===== config.mk =====
export PLATFORM = sky130hd
export DESIGN_NAME = irq_gated_latch_ctrl
export DESIGN_NICKNAME = d
export VERILOG_FILES = /design/src/rtl/irq_gl_pkg.sv /design/src/rtl/irq_gl_bank.sv /design/src/rtl/irq_gl_rdmux.sv /design/src/rtl/irq_gated_latch_ctrl.sv
export SDC_FILE = /design/constraint.sdc
export NUM_CORES = 1
export LEC_CHECK = 0
export ABC_CLOCK_PERIOD_IN_PS = 800
export BUFFER_PORTS_ARGS = -buffer_cell sky130_fd_sc_hd__buf_4
export CORE_UTILIZATION = 47
export DETAILED_ROUTE_END_ITERATION = 8
export PLACE_DENSITY = 0.81
export REMOVE_ABC_BUFFERS = 1
export SLEW_MARGIN = 20
export SYNTH_ARGS = -nofsm -noshare
export SYNTH_HDL_FRONTEND = slang
export SYNTH_SLANG_ARGS = --single-unit

===== constraint.sdc =====
create_clock -name clk -period 0.8 [get_ports clk]
set_input_delay 0.04 -clock clk [delete_from_list [all_inputs] [get_ports clk]]
set_output_delay 0.04 -clock clk [all_outputs]
set_load 0.01 [all_outputs]

===== src/rtl/irq_gl_pkg.sv =====
package irq_gl_pkg;

    localparam int BANK_W   = 8;
    localparam int ADDR_W   = 3;
    localparam int IDX_W    = 2;

    // Decoded view of a register address
    typedef struct packed {
        logic             hit_pend;
        logic             hit_ena;
        logic [IDX_W-1:0] idx;
    } reg_sel_t;

    // Address bit 2 selects the enable banks, bits 1:0 pick the bank
    function automatic reg_sel_t decode_addr(input logic [ADDR_W-1:0] a);
        reg_sel_t s;
        s.hit_pend = ~a[2];
        s.hit_ena  =  a[2];
        s.idx      =  a[1:0];
        return s;
    endfunction

    // Bits of bank b that carry a real source
    function automatic logic [BANK_W-1:0] live_mask(input int b, input int nsrc);
        logic [BANK_W-1:0] m;
        for (int i = 0; i < BANK_W; i++) begin
            m[i] = ((b * BANK_W + i) < nsrc);
        end
        return m;
    endfunction

endpackage


===== src/rtl/irq_gl_bank.sv =====
module irq_gl_bank
    import irq_gl_pkg::*;
#(
    parameter logic [BANK_W-1:0] LIVE = '1
) (
    input  logic              clk,
    input  logic              rst,
    input  logic [BANK_W-1:0] evt,
    input  logic [BANK_W-1:0] clr,
    input  logic              ena_we,
    input  logic [BANK_W-1:0] wdata,
    output logic [BANK_W-1:0] pend,
    output logic [BANK_W-1:0] ena
);

    logic [BANK_W-1:0] pend_nx;
    logic [BANK_W-1:0] ena_nx;

    always_comb begin
        // set has priority over clear; gating uses the enable held now
        pend_nx = ((pend & ~clr) | (evt & ena)) & LIVE;
        ena_nx  = ena_we ? (wdata & LIVE) : ena;
    end

    always_ff @(posedge clk) begin
        if (rst) begin
            pend <= '0;
            ena  <= '0;
        end else begin
            pend <= pend_nx;
            ena  <= ena_nx;
        end
    end

endmodule


===== src/rtl/irq_gl_rdmux.sv =====
module irq_gl_rdmux
    import irq_gl_pkg::*;
#(
    parameter int NUM_BANK = 3
) (
    input  logic [NUM_BANK*BANK_W-1:0] pend_flat,
    input  logic [NUM_BANK*BANK_W-1:0] ena_flat,
    input  reg_sel_t                   sel,
    output logic [BANK_W-1:0]          rdata
);

    always_comb begin
        rdata = '0;
        for (int b = 0; b < NUM_BANK; b++) begin
            if (sel.idx == IDX_W'(b)) begin
                if (sel.hit_pend) rdata = pend_flat[b*BANK_W +: BANK_W];
                if (sel.hit_ena)  rdata = ena_flat[b*BANK_W +: BANK_W];
            end
        end
    end

endmodule


===== src/rtl/irq_gated_latch_ctrl.sv =====
module irq_gated_latch_ctrl
    import irq_gl_pkg::*;
#(
    parameter int NUM_SRC  = 13,
    parameter int NUM_BANK = 3
) (
    input  logic                clk,
    input  logic                rst,
    input  logic [NUM_SRC-1:0]  evt_i,
    input  logic                wr_en_i,
    input  logic [ADDR_W-1:0]   addr_i,
    input  logic [BANK_W-1:0]   wdata_i,
    output logic [BANK_W-1:0]   rdata_o,
    output logic                irq_n_o
);

    localparam int TOT = NUM_BANK * BANK_W;

    logic [TOT-1:0] evt_pad;
    logic [TOT-1:0] pend_flat;
    logic [TOT-1:0] ena_flat;
    logic [TOT-1:0] clr_flat;
    reg_sel_t       sel;

    assign evt_pad = TOT'(evt_i);
    assign sel     = decode_addr(addr_i);

    genvar b;
    generate
        for (b = 0; b < NUM_BANK; b++) begin : g_bank
            localparam logic [BANK_W-1:0] LIVE_B = live_mask(b, NUM_SRC);
            logic hit_b;
            logic ena_we_b;

            assign hit_b    = wr_en_i && (sel.idx == IDX_W'(b));
            assign ena_we_b = hit_b && sel.hit_ena;
            assign clr_flat[b*BANK_W +: BANK_W] =
                (hit_b && sel.hit_pend) ? wdata_i : '0;

            irq_gl_bank #(
                .LIVE (LIVE_B)
            ) u_bank (
                .clk    (clk),
                .rst    (rst),
                .evt    (evt_pad[b*BANK_W +: BANK_W]),
                .clr    (clr_flat[b*BANK_W +: BANK_W]),
                .ena_we (ena_we_b),
                .wdata  (wdata_i),
                .pend   (pend_flat[b*BANK_W +: BANK_W]),
                .ena    (ena_flat[b*BANK_W +: BANK_W])
            );
        end
    endgenerate

    irq_gl_rdmux #(
        .NUM_BANK (NUM_BANK)
    ) u_rdmux (
        .pend_flat (pend_flat),
        .ena_flat  (ena_flat),
        .sel       (sel),
        .rdata     (rdata_o)
    );

    assign irq_n_o = ~(|pend_flat);

endmodule


After elaboration in Yosys (flattened, before gate mapping)

Cells that the tools add are included.

Flip-flop bits (word level): 26
Bits of input ports: 27
Output and inout port bits: 9
Logic and storage cells: 31

Eq/ne operators: 2
Multiplexer cells: 7
Bitwise operators: 10
Reduce and logical (&&, ||, !) cells: 8

Operator list:

| cell               | number |
|---|---|
| $mux 8             | 5 |
| $and 8x8->8        | 2 |
| $reduce_or 16->1   | 1 |
| $and 5x5->5        | 2 |
| $mux 5             | 2 |
| $not 8->8          | 1 |
| $or 8x8->8         | 1 |
| $logic_and 1x1->1  | 6 |
| $not 5->5          | 1 |
| $or 5x5->5         | 1 |
| $eq 2x1->1 const B | 1 |
| $eq 2x2->1 const B | 1 |
| $logic_not 2->1    | 1 |
| $not 1->1          | 2 |

Longest topological paths before layout

Gate-level depths: netlist of the first run.

Word-level depth: 7
Depth in mapped cells: 4
Depth with buffers taken out: 2

Hierarchy

Synthesis of the first run repeated with hierarchy kept, for this count alone.

Cell total of the unflattened synthesis: 217
Area, all modules: 1851.8 um^2

Modules (own cells, without submodules):

| module                          | instances | cells an instance | area an instance (um^2) | sequential area each (um^2) |
|---|---|---|---|---|
| irq_gl_bank at g_bank[0].u_bank | 1         | 59                | 588.1                   | 320.3 |
| irq_gl_rdmux                    | 1         | 55                | 441.7                   | 0.0 |
| irq_gl_bank at g_bank[1].u_bank | 1         | 44                | 409.1                   | 200.2 |
| irq_gated_latch_ctrl            | 1         | 42                | 289.0                   | 0.0 |
| irq_gl_bank at g_bank[2].u_bank | 1         | 17                | 123.9                   | 0.0 |

Least setup slack after synthesis of the first run

OpenSTA, ideal clock, no wires.

Path type: register to output
Start point: register g_bank[0].u_bank.pend[2]
End point: output port irq_n_o
Arrival: 779 ps
Data required time: 760 ps
Path slack: -19 ps
Stages on the path, launching flop included: 3
Path buffers: 0
Cells stage by stage: dfxtp_1 nor4_1 and4_1

Longest elaborated chain between the ends: 2

RTL lines:

| element                | RTL line                   | source |
|---|---|---|
| from (decl)            | irq_gl_bank.sv:12          | `output logic [BANK_W-1:0] pend,` |
| from (signal assigned) | irq_gl_bank.sv:30          | `pend <= pend_nx;` |
| $reduce_or 16->1       | irq_gated_latch_ctrl.sv:64 | `assign irq_n_o = ~(\|pend_flat);` |
| $not 1->1              | irq_gated_latch_ctrl.sv:64 |  |
| to (decl)              | irq_gated_latch_ctrl.sv:14 | `output logic irq_n_o` |

Every way passes these cells.

Worst setup path in the final report of the first run

Start point: register g_bank[0].u_bank.pend[5]
End point: output port irq_n_o

The elaborated chain is that of the path after synthesis.

==> results.yml, run 1 <==
global_route:
  grt_pass1_wl_um: 6930
  grt-ovfl-total: 0
  met3_usage_pct: 4.15
  grt_max_degree: 35
  grt_usage_pct: 28.2
  antenna_found_initial: 0
  grt_use_met1_pct: 34.2
  grt_pass1_vias: 1426
  grtUsageMet2_pct: 50.6
  grt_busiest_layer: "met2"
sta:
  rsz0062_at_grt: "true"
  clock_skew_ns: 0.00879
  setup_viol: 16
  setup_tns_ns: -5.01
  maxSlewViolCount: 0
  hold_viol: 0
  period_minus_slack_ns: 1.40
  period_share_pct: 175
  finalWorstSetupSlack_ns: -0.598
  fmax_ghz: 0.715
  slew_headroom_pct: 78.3
  tightest_slew_ns: 0.325
place:
  place_ws_ns: -0.193
  port_buffers: 35
  gp_congestion: 0.763
  dp.cells: 219
  dpl.hpwl_um: 2670
  place_area_mm2: 0.00180
critical_path:
  r2r_slack_ns: -0.23
  reg2reg_depth: 4
  cp-start-kind: "flop"
  arrival_ns: 1.36
  path_class: "reg -> out"
  endpoint: "irq_n_o"
  startpoint: "g_bank[0].u_bank.pend[5]"
  timing.rr.start: "g_bank[0].u_bank.pend[7]"
  endpoint_kind: "output pin"
  worstPathRequired_ns: 0.76
  timing.rr.end: "g_bank[0].u_bank.pend[7]"
  path_max_fanout: 2
die:
  boundaryPins: 36
  core_area_mm2: 0.00278
  die_w_um: 56.6
  die_h_um: 56.6
  start_util_pct: 50.3
  row_count: 19
  dieArea_mm2: 0.00320
cells_and_area:
  drive_gt1_share_pct: 51.8
  fin_cells: 249
  fin_util_pct: 80.9
  nNetsFinal: 246
  areaGrowthSynthToFinish_pct: 60.9
  layout_common_cells: "buf_4, mux2i_1, nand2b_1"
  n_antenna_cell: 0
  post-route-cell-area_mm2: 0.00225
  mostFrequentLayoutCell: "buf_4"
cts:
  clock-root-buffer: "clkbuf_4"
  cts_made_buffers: 3
  htreeDepth: 1
  clkTransAtPathRegs_ns: 0.16
  clock_path_buffers: 2
  cts_tree: "yes"
  cts.sinks: 26
  clock_latency_ns: 0.34
min_path:
  hp-class: "in -> reg"
outcome:
  status: "finished with violations"
  failed_checks: "setup timing"
routing:
  drt-total-wl_um: 4700
  routed-via-count: 1492
  wl_per_cell_um: 18.9
  drtAntennaViolNets: 0
  drt_iter0_drc: 53
  drcViolationCount: 0
  firstDrtPassIters: 4
  vias_per_cell: 5.99
synthesis:
  ys_ff_latch: 26
  synthFlopType: "dfxtp_1"
  ys_types: 25
  ys.warnings.count: 0
  synth_cells: 141
  syn_area_mm2: 0.00140
  synthArstFlopShare_pct: 0
  synth-seq-area-share_pct: 37.2
  synth_edf_count: 0
  syn_area_per_cell_um2: 9.92
power_and_ir_drop:
  irDropWorstVdd_mv: 1.43
  p_leak_nw: 0.919
  power_density_mw_per_mm2: 1250
run:
  maxCapViolations: 0
[metal layers]
metal  part of all wire, %  wire length, um
met3                   4.4              206
met5                     0                0
met1                    40             1880
met2                    51             2410
met4                   4.4              207
[how the worst min path moves through the flow]
stage	start	end	slack [ns]	cells past startpoint
after floorplan	rst	g_bank[1].u_bank.pend[0]	0.11	1
after global placement	wdata_i[6]	g_bank[0].u_bank.pend[6]	0.25	2
after detailed placement	wdata_i[5]	g_bank[0].u_bank.pend[5]	0.25	2
after CTS	evt_i[9]	g_bank[1].u_bank.pend[1]	0.0002	3
after global routing	evt_i[8]	g_bank[1].u_bank.pend[0]	0.03	3
final	evt_i[8]	g_bank[1].u_bank.pend[0]	0.04	3
[synthesized netlist by cell type, types with 2 or more instances]
cell / instances / area share, %
a311oi_2: 5 / 5.4
nand2_1: 13 / 3.5
buf_6: 2 / 1.6
nand2b_1: 21 / 9.4
nor2_1: 4 / 1.1
o22ai_1: 5 / 2.2
mux2i_1: 26 / 19
a311oi_1: 8 / 5.0
buf_2: 3 / 1.1
nor4_1: 2 / 0.89
a21oi_1: 13 / 4.7
dfxtp_1: 26 / 37
[registers in the layout, summed over array words and instances, names as in the netlist]
signal / cells
g_bank.u_bank.pend: 13
g_bank.u_bank.ena: 13
[power by group]
group / leakage (nW) / switching (mW) / total, mW / internal (mW)
combinational: 0.668 / 0.228 / 0.528 / 0.300
sequential: 0.224 / 0.0267 / 1.33 / 1.31
clock: 0.0279 / 0.443 / 0.950 / 0.507
total: 0.919 / 0.698 / 2.81 / 2.12
[cell families (layout without fill, tap and decap cells)]
| kind of cell | after synthesis | in the layout | synth area share, % |
|---|---|---|---|
| AOI/OAI and AO/OA | 31 | 31 | 17.3 |
| DFF | 26 | 26 | 37.2 |
| buffers and inverters | 8 | 85 | 3.85 |
| and+or+nand+nor | 50 | 50 | 23.1 |
| muxes | 26 | 26 | 18.6 |
[repair_timing]
action	4_1_cts	5_1_grt
hold endpoints to repair	17	4
gates resized for setup	35	25
pin swaps	17	9
setup endpoints to repair	20	23
hold buffers	16	4
buffers inserted	5	4
[worst max-delay path, cell delays in order (launching register included)]
cell     delay (ns)
dfxtp_2        0.36
nor4_2         0.31
and4_1         0.23
buf_4          0.12
[layout make-up]
type | count | area, um2
fillers | 157 | 531
flip-flops and latches | 26 | 563
clock inverters | 1 | 30.0
multi-input cells | 107 | 893
repair buffers | 81 | 703
clock buffers | 3 | 22.5
well taps | 31 | 38.8
[through the flow]
step / power (mW) / hold slack [ns]
finish: 2.81 / 0.0406
global route: 2.89 / 0.0330
CTS: 2.76 / 0.000178
detailed placement: 1.77 / 0.254
global placement: 1.75 / 0.248
floorplan: 1.50 / 0.108
Note: power is estimated with default switching activity, not from simulation.
==> run 2: changes to the inputs <==
Settings changed: ABC_CLOCK_PERIOD_IN_PS 800 to 1730, CORE_UTILIZATION 47 to 55, CTS_BUF_LIST from default to sky130_fd_sc_hd__clkbuf_4, PLACE_DENSITY 0.81 to 0.88.
Clock period 0.8 ns to 1.73 ns, I/O delays scaled along.
==> results.yml, run 2 (synthesis results as in run 1) <==
outcome:
  status: "completed"
die:
  boundaryPins: 36
  core_area_mm2: 0.00230
  die_w_um: 52.4
  start_util_pct: 60.9
  die_h_um: 52.4
  dieArea_mm2: 0.00275
  row_count: 17
min_path:
  hold_start: "evt_i[3]"
  holdPathEnd: "g_bank[0].u_bank.pend[3]"
  hp-class: "in -> reg"
  min_path_cells: 3
sta:
  whs_ns: 0.0265
  period_minus_slack_ns: 1.40
  period_share_pct: 81.2
  rsz0062_at_grt: "false"
  hold_viol: 0
  maxSlewViolCount: 0
  setup_tns_ns: 0
  clock_skew_ns: 0.0173
  slew_headroom_pct: 63.3
  setup_viol: 0
  fmax_ghz: 0.712
  tightest_slew_ns: 0.549
cts:
  clock_path_buffers: 2
  clkTransAtPathRegs_ns: 0.15
  clock_latency_ns: 0.33
  cts_tree: "yes"
  clock-root-buffer: "clkbuf_4"
  cts_made_buffers: 3
  cts_resized: 0
  cts.sinks: 26
  htreeDepth: 1
place:
  dpl.hpwl_um: 2360
  port_buffers: 35
  gp_congestion: 0.728
run:
  maxCapViolations: 0
power_and_ir_drop:
  power_density_mw_per_mm2: 612
  irDropWorstVdd_mv: 0.596
  p_leak_nw: 0.669
cells_and_area:
  nFillCells: 157
  mostFrequentLayoutCell: "buf_4"
  n_antenna_cell: 0
  top_regs: "g_bank.u_bank.ena: 13 flops, g_bank.u_bank.pend: 13 flops"
  nNetsFinal: 208
  seq_area_um2: 520
  areaGrowthSynthToFinish_pct: 25.0
  multi_input_area_um2: 825
  drive_gt1_share_pct: 25.6
  layout_common_cells: "buf_4, mux2i_1, dfxtp_1"
global_route:
  antenna_found_initial: 0
  grt_pass1_wl_um: 5350
  grt-ovfl-total: 0
  grt_pass1_vias: 1126
  grt_usage_pct: 27.1
  grt_max_degree: 35
critical_path:
  timing.rr.start: "g_bank[1].u_bank.ena[1]"
  timing.rr.end: "g_bank[1].u_bank.pend[1]"
  path_class: "reg -> out"
  reg2reg_depth: 2
  endpoint_kind: "output pin"
  r2r_slack_ns: 0.86
  worstPathRequired_ns: 1.64
  arrival_ns: 1.32
  cp-start-kind: "flop"
  path_max_fanout: 3
routing:
  wl_per_cell_um: 16.1
  vias_per_cell: 5.92
  drt-total-wl_um: 3350
  routed-via-count: 1232
  drtAntennaViolNets: 0
  firstDrtPassIters: 4
  drcViolationCount: 0
  drt_iter0_drc: 23
run 2: worst max path at each step:
stage | start | end | slack, ns | cells past startpoint
CTS | g_bank[0].u_bank.pend[5] | irq_n_o | 0.33 | 3
floorplan | g_bank[0].u_bank.pend[2] | irq_n_o | 0.86 | 2
global placement | addr_i[2] | g_bank[0].u_bank.pend[1] | 0.61 | 3
finish | g_bank[0].u_bank.pend[5] | irq_n_o | 0.33 | 3
global route | g_bank[0].u_bank.pend[5] | irq_n_o | 0.27 | 3
detailed placement | addr_i[2] | g_bank[0].u_bank.pend[4] | 0.57 | 3
run 2: critical path: stages (launching register included):
cell,delay (ns)
dfxtp_1,0.36
nor4_1,0.27
and4_1,0.24
buf_4,0.12
run 2: through the flow:
step / power [mW] / cells / utilization (%) / worst slack (ns) / cell area [um2]
2_1_floorplan: 0.695 / 133 / - / 0.864 / 1350
3_3_place_gp: 0.791 / 196 / 71.5 / 0.614 / 1640
3_5_place_dp: 0.797 / 196 / 71.5 / 0.570 / 1640
4_1_cts: 1.07 / 208 / 76.1 / 0.329 / 1750
5_1_grt: 1.11 / 208 / 76.1 / 0.270 / 1750
6_report: 1.07 / 208 / 76.1 / 0.326 / 1750
run 2: metal layers:
metal  global-route usage, %  wire length (um)
met5                       0                 0
met3                    7.54               212
met1                    36.0              1520
met2                    43.0              1600
met4                    6.58                17
run 2: power breakdown:
| group | switching (mW) | internal [mW] | leakage [nW] | total [mW] |
|---|---|---|---|---|
| clock network | 0.185 | 0.0847 | 0.0154 | 0.270 |
| logic | 0.0816 | 0.0979 | 0.444 | 0.180 |
| registers | 0.0105 | 0.610 | 0.210 | 0.621 |
| total | 0.277 | 0.793 | 0.669 | 1.07 |
run 2: area by class of cell:
class | count | share of cell area [%]
Timing Repair Buffer | 43 | 19.6
Clock buffer | 3 | 1.29
Sequential cell | 26 | 29.8
Multi-Input combinational cell | 107 | 47.1
Tap cell | 28 | 2.00
Clock inverter | 1 | 0.215
run 2: timing repair:
item | 4_1_cts | 5_1_grt
endpoints found under the hold margin | 13 | 0
buffers inserted | 0 | 0
hold buffers | 8 | 0
